==> config.mk <==
export PLATFORM = sky130hd
export DESIGN_NAME = sleep_clk_ctrl
export DESIGN_NICKNAME = d
export VERILOG_FILES = /design/src/rtl/sleep_ctl_pkg.sv /design/src/rtl/sleep_mode_decode.sv /design/src/rtl/sleep_wake_qual.sv /design/src/rtl/sleep_warm_timer.sv /design/src/rtl/sleep_clk_ctrl.sv
export SDC_FILE = /design/constraint.sdc
export NUM_CORES = 1
export LEC_CHECK = 0
export CAP_MARGIN = 20
export CORE_UTILIZATION = 47
export CTS_CLUSTER_SIZE = 25
export DETAILED_ROUTE_END_ITERATION = 16
export PLACE_DENSITY = 0.93
export SETUP_SLACK_MARGIN = 0.5
export SYNTH_ARGS = -nofsm -noshare
export SYNTH_HDL_FRONTEND = slang
export SYNTH_SLANG_ARGS = --single-unit
==> constraint.sdc <==
create_clock -name clk_i -period 3.9 [get_ports clk_i]
set_input_delay 0.585 -clock clk_i [delete_from_list [all_inputs] [get_ports clk_i]]
set_output_delay 0.585 -clock clk_i [all_outputs]
set_load 0.05 [all_outputs]
==> src/rtl/sleep_ctl_pkg.sv <==
package sleep_ctl_pkg;

  typedef enum logic [1:0] {ST_RUN, ST_SLEEP, ST_WARM} slp_state_e;

  localparam int MODE_W = 3;
  localparam int NUM_WAKE = 4;

  localparam logic [MODE_W-1:0] MODE_IDLE  = 3'b000;
  localparam logic [MODE_W-1:0] MODE_ADCNR = 3'b001;
  localparam logic [MODE_W-1:0] MODE_PDOWN = 3'b010;
  localparam logic [MODE_W-1:0] MODE_PSAVE = 3'b011;
  localparam logic [MODE_W-1:0] MODE_STBY  = 3'b110;
  localparam logic [MODE_W-1:0] MODE_NONE  = 3'b111;

  // wake vector bit positions
  localparam int WK_EXT   = 0;
  localparam int WK_ATMR  = 1;
  localparam int WK_ADC   = 2;
  localparam int WK_OTHER = 3;

  typedef struct packed {
    logic osc;
    logic async_tmr;
    logic adc;
    logic irq;
    logic sync_per;
    logic mem;
    logic cpu;
  } dom_en_t;

  localparam int NUM_DOM = $bits(dom_en_t);

endpackage

==> src/rtl/sleep_mode_decode.sv <==
module sleep_mode_decode
  import sleep_ctl_pkg::*;
(
  input  logic [MODE_W-1:0] mode_i,
  output logic              legal_o,
  output logic              osc_stops_o,
  output dom_en_t           dom_o
);

  always_comb begin
    legal_o     = 1'b1;
    osc_stops_o = 1'b0;
    dom_o       = '1;
    unique case (mode_i)
      MODE_IDLE: begin
        dom_o.cpu = 1'b0;
      end
      MODE_ADCNR: begin
        dom_o          = '0;
        dom_o.adc       = 1'b1;
        dom_o.async_tmr = 1'b1;
        dom_o.osc       = 1'b1;
      end
      MODE_PDOWN: begin
        dom_o       = '0;
        osc_stops_o = 1'b1;
      end
      MODE_PSAVE: begin
        dom_o           = '0;
        dom_o.async_tmr = 1'b1;
        osc_stops_o     = 1'b1;
      end
      MODE_STBY: begin
        dom_o     = '0;
        dom_o.osc = 1'b1;
      end
      default: begin
        legal_o = 1'b0;
      end
    endcase
  end

  // any legal sleep pattern gates the CPU
  always_comb begin
    if (legal_o) begin
      p_legal_gates_cpu_r2: assert (dom_o.cpu == 1'b0);
    end
  end

endmodule

==> src/rtl/sleep_wake_qual.sv <==
module sleep_wake_qual
  import sleep_ctl_pkg::*;
(
  input  logic                clk_i,
  input  logic                rst_i,
  input  logic [MODE_W-1:0]   mode_i,
  input  logic [NUM_WAKE-1:0] wake_i,
  output logic                wake_o
);

  logic [NUM_WAKE-1:0] mask;

  always_comb begin
    mask = '0;
    mask[WK_EXT] = 1'b1;
    unique case (mode_i)
      MODE_IDLE:  mask = '1;
      MODE_ADCNR: mask[WK_ADC] = 1'b1;
      MODE_PSAVE: mask[WK_ATMR] = 1'b1;
      default:    ;
    endcase
  end

  logic [NUM_WAKE-1:0] hit;
  for (genvar g = 0; g < NUM_WAKE; g++) begin : g_hit
    assign hit[g] = wake_i[g] & mask[g];
  end

  assign wake_o = |hit;

  // an external wake is always accepted
  p_ext_always_wakes_r8: assert property (@(posedge clk_i) disable iff (rst_i)
    wake_i[WK_EXT] |-> wake_o);

  // power-down and standby accept nothing but the external source
  p_pd_only_ext_r8: assert property (@(posedge clk_i) disable iff (rst_i)
    ((mode_i == MODE_PDOWN || mode_i == MODE_STBY) && wake_o) |-> wake_i[WK_EXT]);

endmodule

==> src/rtl/sleep_warm_timer.sv <==
module sleep_warm_timer #(
  parameter int CNT_W = 8
) (
  input  logic             clk_i,
  input  logic             rst_i,
  input  logic             load_i,
  input  logic [CNT_W-1:0] load_val_i,
  output logic             last_o
);

  logic [CNT_W-1:0] cnt_q;
  localparam logic [CNT_W-1:0] ONE = CNT_W'(1);

  always_ff @(posedge clk_i) begin
    if (rst_i) begin
      cnt_q <= '0;
    end else if (load_i) begin
      cnt_q <= load_val_i;
    end else if (cnt_q != '0) begin
      cnt_q <= cnt_q - ONE;
    end
  end

  assign last_o = (cnt_q == ONE);

  // a running count steps down by one each cycle
  p_cnt_steps_r9: assert property (@(posedge clk_i) disable iff (rst_i)
    (!load_i && cnt_q != '0) |=> (cnt_q == $past(cnt_q) - ONE));

endmodule

==> src/rtl/sleep_clk_ctrl.sv <==
module sleep_clk_ctrl
  import sleep_ctl_pkg::*;
#(
  parameter int CNT_W = 8
) (
  input  logic             clk_i,
  input  logic             rst_i,
  input  logic [2:0]       mode_i,
  input  logic             sleep_en_i,
  input  logic             sleep_req_i,
  input  logic [CNT_W-1:0] startup_cnt_i,
  input  logic             wake_ext_i,
  input  logic             wake_atmr_i,
  input  logic             wake_adc_i,
  input  logic             wake_other_i,
  output logic             en_cpu_o,
  output logic             en_mem_o,
  output logic             en_sync_o,
  output logic             en_irq_o,
  output logic             en_adc_o,
  output logic             en_async_o,
  output logic             en_osc_o,
  output logic             asleep_o,
  output logic [2:0]       last_mode_o
);

  slp_state_e        st_q;
  logic [MODE_W-1:0] mode_q;

  logic    req_legal, req_osc_unused;
  dom_en_t req_dom_unused;
  logic    cur_legal_unused, cur_osc_stops;
  dom_en_t cur_dom;

  sleep_mode_decode u_req_dec (
    .mode_i      (mode_i),
    .legal_o     (req_legal),
    .osc_stops_o (req_osc_unused),
    .dom_o       (req_dom_unused)
  );

  sleep_mode_decode u_cur_dec (
    .mode_i      (mode_q),
    .legal_o     (cur_legal_unused),
    .osc_stops_o (cur_osc_stops),
    .dom_o       (cur_dom)
  );

  logic [NUM_WAKE-1:0] wake_vec;
  logic                wake;

  always_comb begin
    wake_vec            = '0;
    wake_vec[WK_EXT]    = wake_ext_i;
    wake_vec[WK_ATMR]   = wake_atmr_i;
    wake_vec[WK_ADC]    = wake_adc_i;
    wake_vec[WK_OTHER]  = wake_other_i;
  end

  sleep_wake_qual u_wake (
    .clk_i  (clk_i),
    .rst_i  (rst_i),
    .mode_i (mode_q),
    .wake_i (wake_vec),
    .wake_o (wake)
  );

  logic accept, warm_load, warm_last;

  assign accept    = (st_q == ST_RUN) && sleep_req_i && sleep_en_i && req_legal;
  assign warm_load = (st_q == ST_SLEEP) && wake && cur_osc_stops;

  sleep_warm_timer #(.CNT_W(CNT_W)) u_warm (
    .clk_i      (clk_i),
    .rst_i      (rst_i),
    .load_i     (warm_load),
    .load_val_i (startup_cnt_i),
    .last_o     (warm_last)
  );

  always_ff @(posedge clk_i) begin
    if (rst_i) begin
      st_q   <= ST_RUN;
      mode_q <= MODE_NONE;
    end else begin
      unique case (st_q)
        ST_RUN: begin
          if (accept) begin
            st_q   <= ST_SLEEP;
            mode_q <= mode_i;
          end
        end
        ST_SLEEP: begin
          if (wake) begin
            if (cur_osc_stops && startup_cnt_i != '0) st_q <= ST_WARM;
            else                                      st_q <= ST_RUN;
          end
        end
        ST_WARM: begin
          if (warm_last) st_q <= ST_RUN;
        end
        default: st_q <= ST_RUN;
      endcase
    end
  end

  dom_en_t dom;
  always_comb begin
    dom = '1;
    unique case (st_q)
      ST_SLEEP: dom = cur_dom;
      ST_WARM:  dom.cpu = 1'b0;
      default:  dom = '1;
    endcase
  end

  assign en_cpu_o    = dom.cpu;
  assign en_mem_o    = dom.mem;
  assign en_sync_o   = dom.sync_per;
  assign en_irq_o    = dom.irq;
  assign en_adc_o    = dom.adc;
  assign en_async_o  = dom.async_tmr;
  assign en_osc_o    = dom.osc;
  assign asleep_o    = (st_q == ST_SLEEP);
  assign last_mode_o = mode_q;

  // no CPU clock while asleep
  p_cpu_off_asleep_r2: assert property (@(posedge clk_i) disable iff (rst_i)
    asleep_o |-> !en_cpu_o);

  // a request that is disabled or illegal leaves the block running
  p_bad_req_ignored_r6: assert property (@(posedge clk_i) disable iff (rst_i)
    (st_q == ST_RUN && sleep_req_i && !(sleep_en_i && req_legal)) |=>
      (st_q == ST_RUN && $stable(mode_q)));

  // latched mode frozen during sleep
  p_mode_frozen_r7: assert property (@(posedge clk_i) disable iff (rst_i)
    (st_q == ST_SLEEP && !wake) |=> (st_q == ST_SLEEP && $stable(mode_q)));

  // start-up keeps the CPU off while the oscillator runs
  p_warm_cpu_off_r9: assert property (@(posedge clk_i) disable iff (rst_i)
    (st_q == ST_WARM) |-> (!en_cpu_o && en_osc_o));

  // fast wake when the oscillator never stopped
  p_fast_wake_r10: assert property (@(posedge clk_i) disable iff (rst_i)
    (st_q == ST_SLEEP && wake && !cur_osc_stops) |=> (st_q == ST_RUN));

  // reset always restores every enable
  p_reset_all_on_r12: assert property (@(posedge clk_i)
    $past(rst_i) |-> (dom == '1 && !asleep_o));

endmodule

==> metrics.csv <==
stage,metric,value,unit
global_routing,grt_usage,25.10,%
floorplan,die-area,2026,µm²
timing,fin_crit,2.666,ns
synth,synthMuxAreaShare,3.453,%
drt,wl,2385,µm
critical_path,crit_end,en_adc_o,
critical_path,crit_required,3.31,ns
critical_path,rr_worst_depth,6,
timing,skew,0.005430,ns
clocking,cts_hold_buf,0,
drt,vias,897,
run,drv_cap,0,
global_routing,grt_pass1_vias,826,
layout,final_layout_size_suffix_gt1_share,8.333,%
global_routing,antenna_found_initial,0,
clocking,cts_buffers,3,
floorplan,die_x,45.02,µm
placement,dp_slack,1.578,ns
synth,ys.flop_type,dfxtp_1,
timing,worst_hold_slack,0.5482,ns
clocking,insertion_delay,0.28,ns
floorplan,die_y,45.02,µm
floorplan,initial_core_util,50.36,%
critical_path,r2r_start,u_warm.cnt_q[0],
critical_path,r2r-end,u_warm.cnt_q[1],
synth,synth_seq_area_share,29.93,%
timing,tightest_slew,0.5131,ns
clocking,cts_num_sinks,13,
placement,dpl.hpwl,1865,µm
hold_path,hold_path.class,reg2reg,
timing,rsz0062_at_grt,false,
timing,hold_viol_final,0,
clocking,clk_pin_slew_worst_paths,0.08,ns
drt,drtIter0Drc,20,
critical_path,critPathLaunch,st_q[0],
critical_path,endpoint_kind,primary output,
timing,maxSlewHeadroom,65.69,%
floorplan,coreArea,1727,µm²
pwr,peakVddDrop,0.3347,mV
drt,first_pass_iters,4,
critical_path,critical_path_peak_fanout,7,
critical_path,r2r_setup_slack,1.96,ns
timing,max_freq,375.1,MHz
critical_path,crit_type,reg2out,
clocking,root_buffer,clkbuf_4,
placement,gp_congestion,0.8236,
clocking,clock_path_buffers,2,
run_status,status,"complete, no violations",
timing,fin_setup_tns,0,ns
pwr,finalPower,607.9,µW
synth,syn_nets,127,
synth,ys_async_sr_fraction,0,%
layout,area_delta_synth_final,36.26,%
layout,final_nets,155,
clocking,cts-htree-levels,1,
synth,synth-warning-count,0,
layout,layout_common_cells,"clkdlybuf4s50_1 (29), dfxtp_1 (13), nand2_1 (8), a21oi_1 (8), o21ai_0 (7)",
synth,ys_seq_elements,13,
critical_path,worstSetupStartpointType,flop,
synth,synth_cells,105,
synth,avgSynthCellArea,8.282,µm²
pwr,power_leakage,0.0004473,µW
drt,drtAntennaViolNets,0,
synth,synthXorXnorAreaFrac,2.014,%
synth,synth_edf_count,0,
floorplan,rows,15,
global_routing,grt_pass1_wl,3629,µm
layout,fillCellCount,144,
critical_path,arrival,2.08,ns
layout,layout_commonest_cell,clkdlybuf4s50_1,
placement,port_buffers,29,
floorplan,ios,30,
clocking,cts_tree,yes,
drt,viasPerCell,5.713,
synth,synth_cell_types,41,
timing,maxSlewViolCount,0,
global_routing,overflow,0,
synth,synth_adder_area_share,4.317,%
drt,wire_per_inst,15.19,µm
timing,layout_setup_ws,1.234,ns
pwr,power_density,513.0,nW/µm²
synth,yosys.area_share.simple,27.63,%
clocking,cts_setup_buffers,0,
clocking,cts_resized,0,
synth,synth_top_family_by_area,simple AND/OR/NAND/NOR gates,
synth,synth_compound_area_share,26.33,%
timing,setup_violations,0,
drt,drc,0,
timing,fin_crit_sh,68.36,%
global_routing,grt_max_degree,13,
hold_path,hp-start,u_warm.cnt_q[5],
layout,n_antenna_cell,0,
synth,syn_area,869.6,µm²
where the power goes:
| part | internal [µW] | leakage (µW) | switching, µW | total [µW] |
|---|---|---|---|---|
| sequential | 171 | 0.000107 | 51.4 | 222 |
| clock | 39.7 | 0.0000150 | 45.1 | 84.8 |
| combinational | 144 | 0.000325 | 157 | 301 |
area by class of cell:
class                   count  area, µm²  share of cell area (%)
multi-input cells          80      554.3                   46.78
repair buffers             29      290.3                   24.50
flip-flops and latches     13      260.3                   21.96
well taps                  25      31.28                   2.640
clock buffers               4      26.28                   2.218
inverters                   6      22.52                   1.901
layer usage:
layer / up-vias / part of all wire, % / global-route usage (%) / wire, µm
met5: - / 0 / 0 / 0
met4: 0 / 1.4 / 9.091 / 34
met3: 6 / 3.4 / 6.800 / 82
met2: 29 / 53 / 44.64 / 1269
met1: 414 / 42 / 28.47 / 1000
li1: 448 / - / - / -
critical path: stages (launching register included):
cell             delay [ns]
dfxtp_1                0.35
nor2b_1                0.39
nand3_1                0.18
and2_1                 0.19
clkdlybuf4s50_1        0.69
synth_stat cells, types with 2 or more instances:
library cell  instances  share of area, %
a21oi_1               8               4.6
a31oi_1               2               1.4
a41o_1                2               2.3
buf_4                 2               1.7
clkbuf_1              2              0.86
dfxtp_1              13                30
ha_1                  3               4.3
inv_1                 6               2.6
mux2i_1               3               3.5
nand2_1               8               3.5
nand2b_1              2               1.4
nand3_1               2               1.2
nor2_1                6               2.6
nor2b_1               4               2.9
nor3_1                2               1.2
nor4_1                2               1.4
nor4b_1               2               2.0
o21ai_0               7               4.0
o31ai_1               5               4.3
or2_2                 3               2.2
logic make-up after synthesis:
kind of cell / after synthesis
and+or+nand+nor: 39
muxes: 3
AOI/OAI and AO/OA: 33
xor gates and xnor gates: 2
adders and majority gates: 3
DFF: 13
buffers and inverters: 12
registers in the layout (all words and copies together), names as in the netlist:
name,flops
u_warm.cnt_q,8
last_mode_o,3
st_q,2
how the worst min path moves through the flow:
stage / end / slack (ns) / depth (start not counted)
finish: u_warm.cnt_q[5] / 0.55 / 2
detailed placement: u_warm.cnt_q[5] / 0.55 / 2
floorplan: u_warm.cnt_q[5] / 0.51 / 2
CTS: u_warm.cnt_q[5] / 0.56 / 2
global route: u_warm.cnt_q[5] / 0.58 / 2
global placement: u_warm.cnt_q[5] / 0.52 / 2
metrics by stage:
step | utilization [%] | std cells | instance area (µm²)
final | 68.62 | 157 | 1185
after CTS | 68.62 | 157 | 1185
after detailed placement | 67.10 | 153 | 1159
after floorplan | - | 105 | 869.6
after global routing | 68.62 | 157 | 1185
after global placement | 67.10 | 153 | 1159
Power figures use the tool's default switching activity.
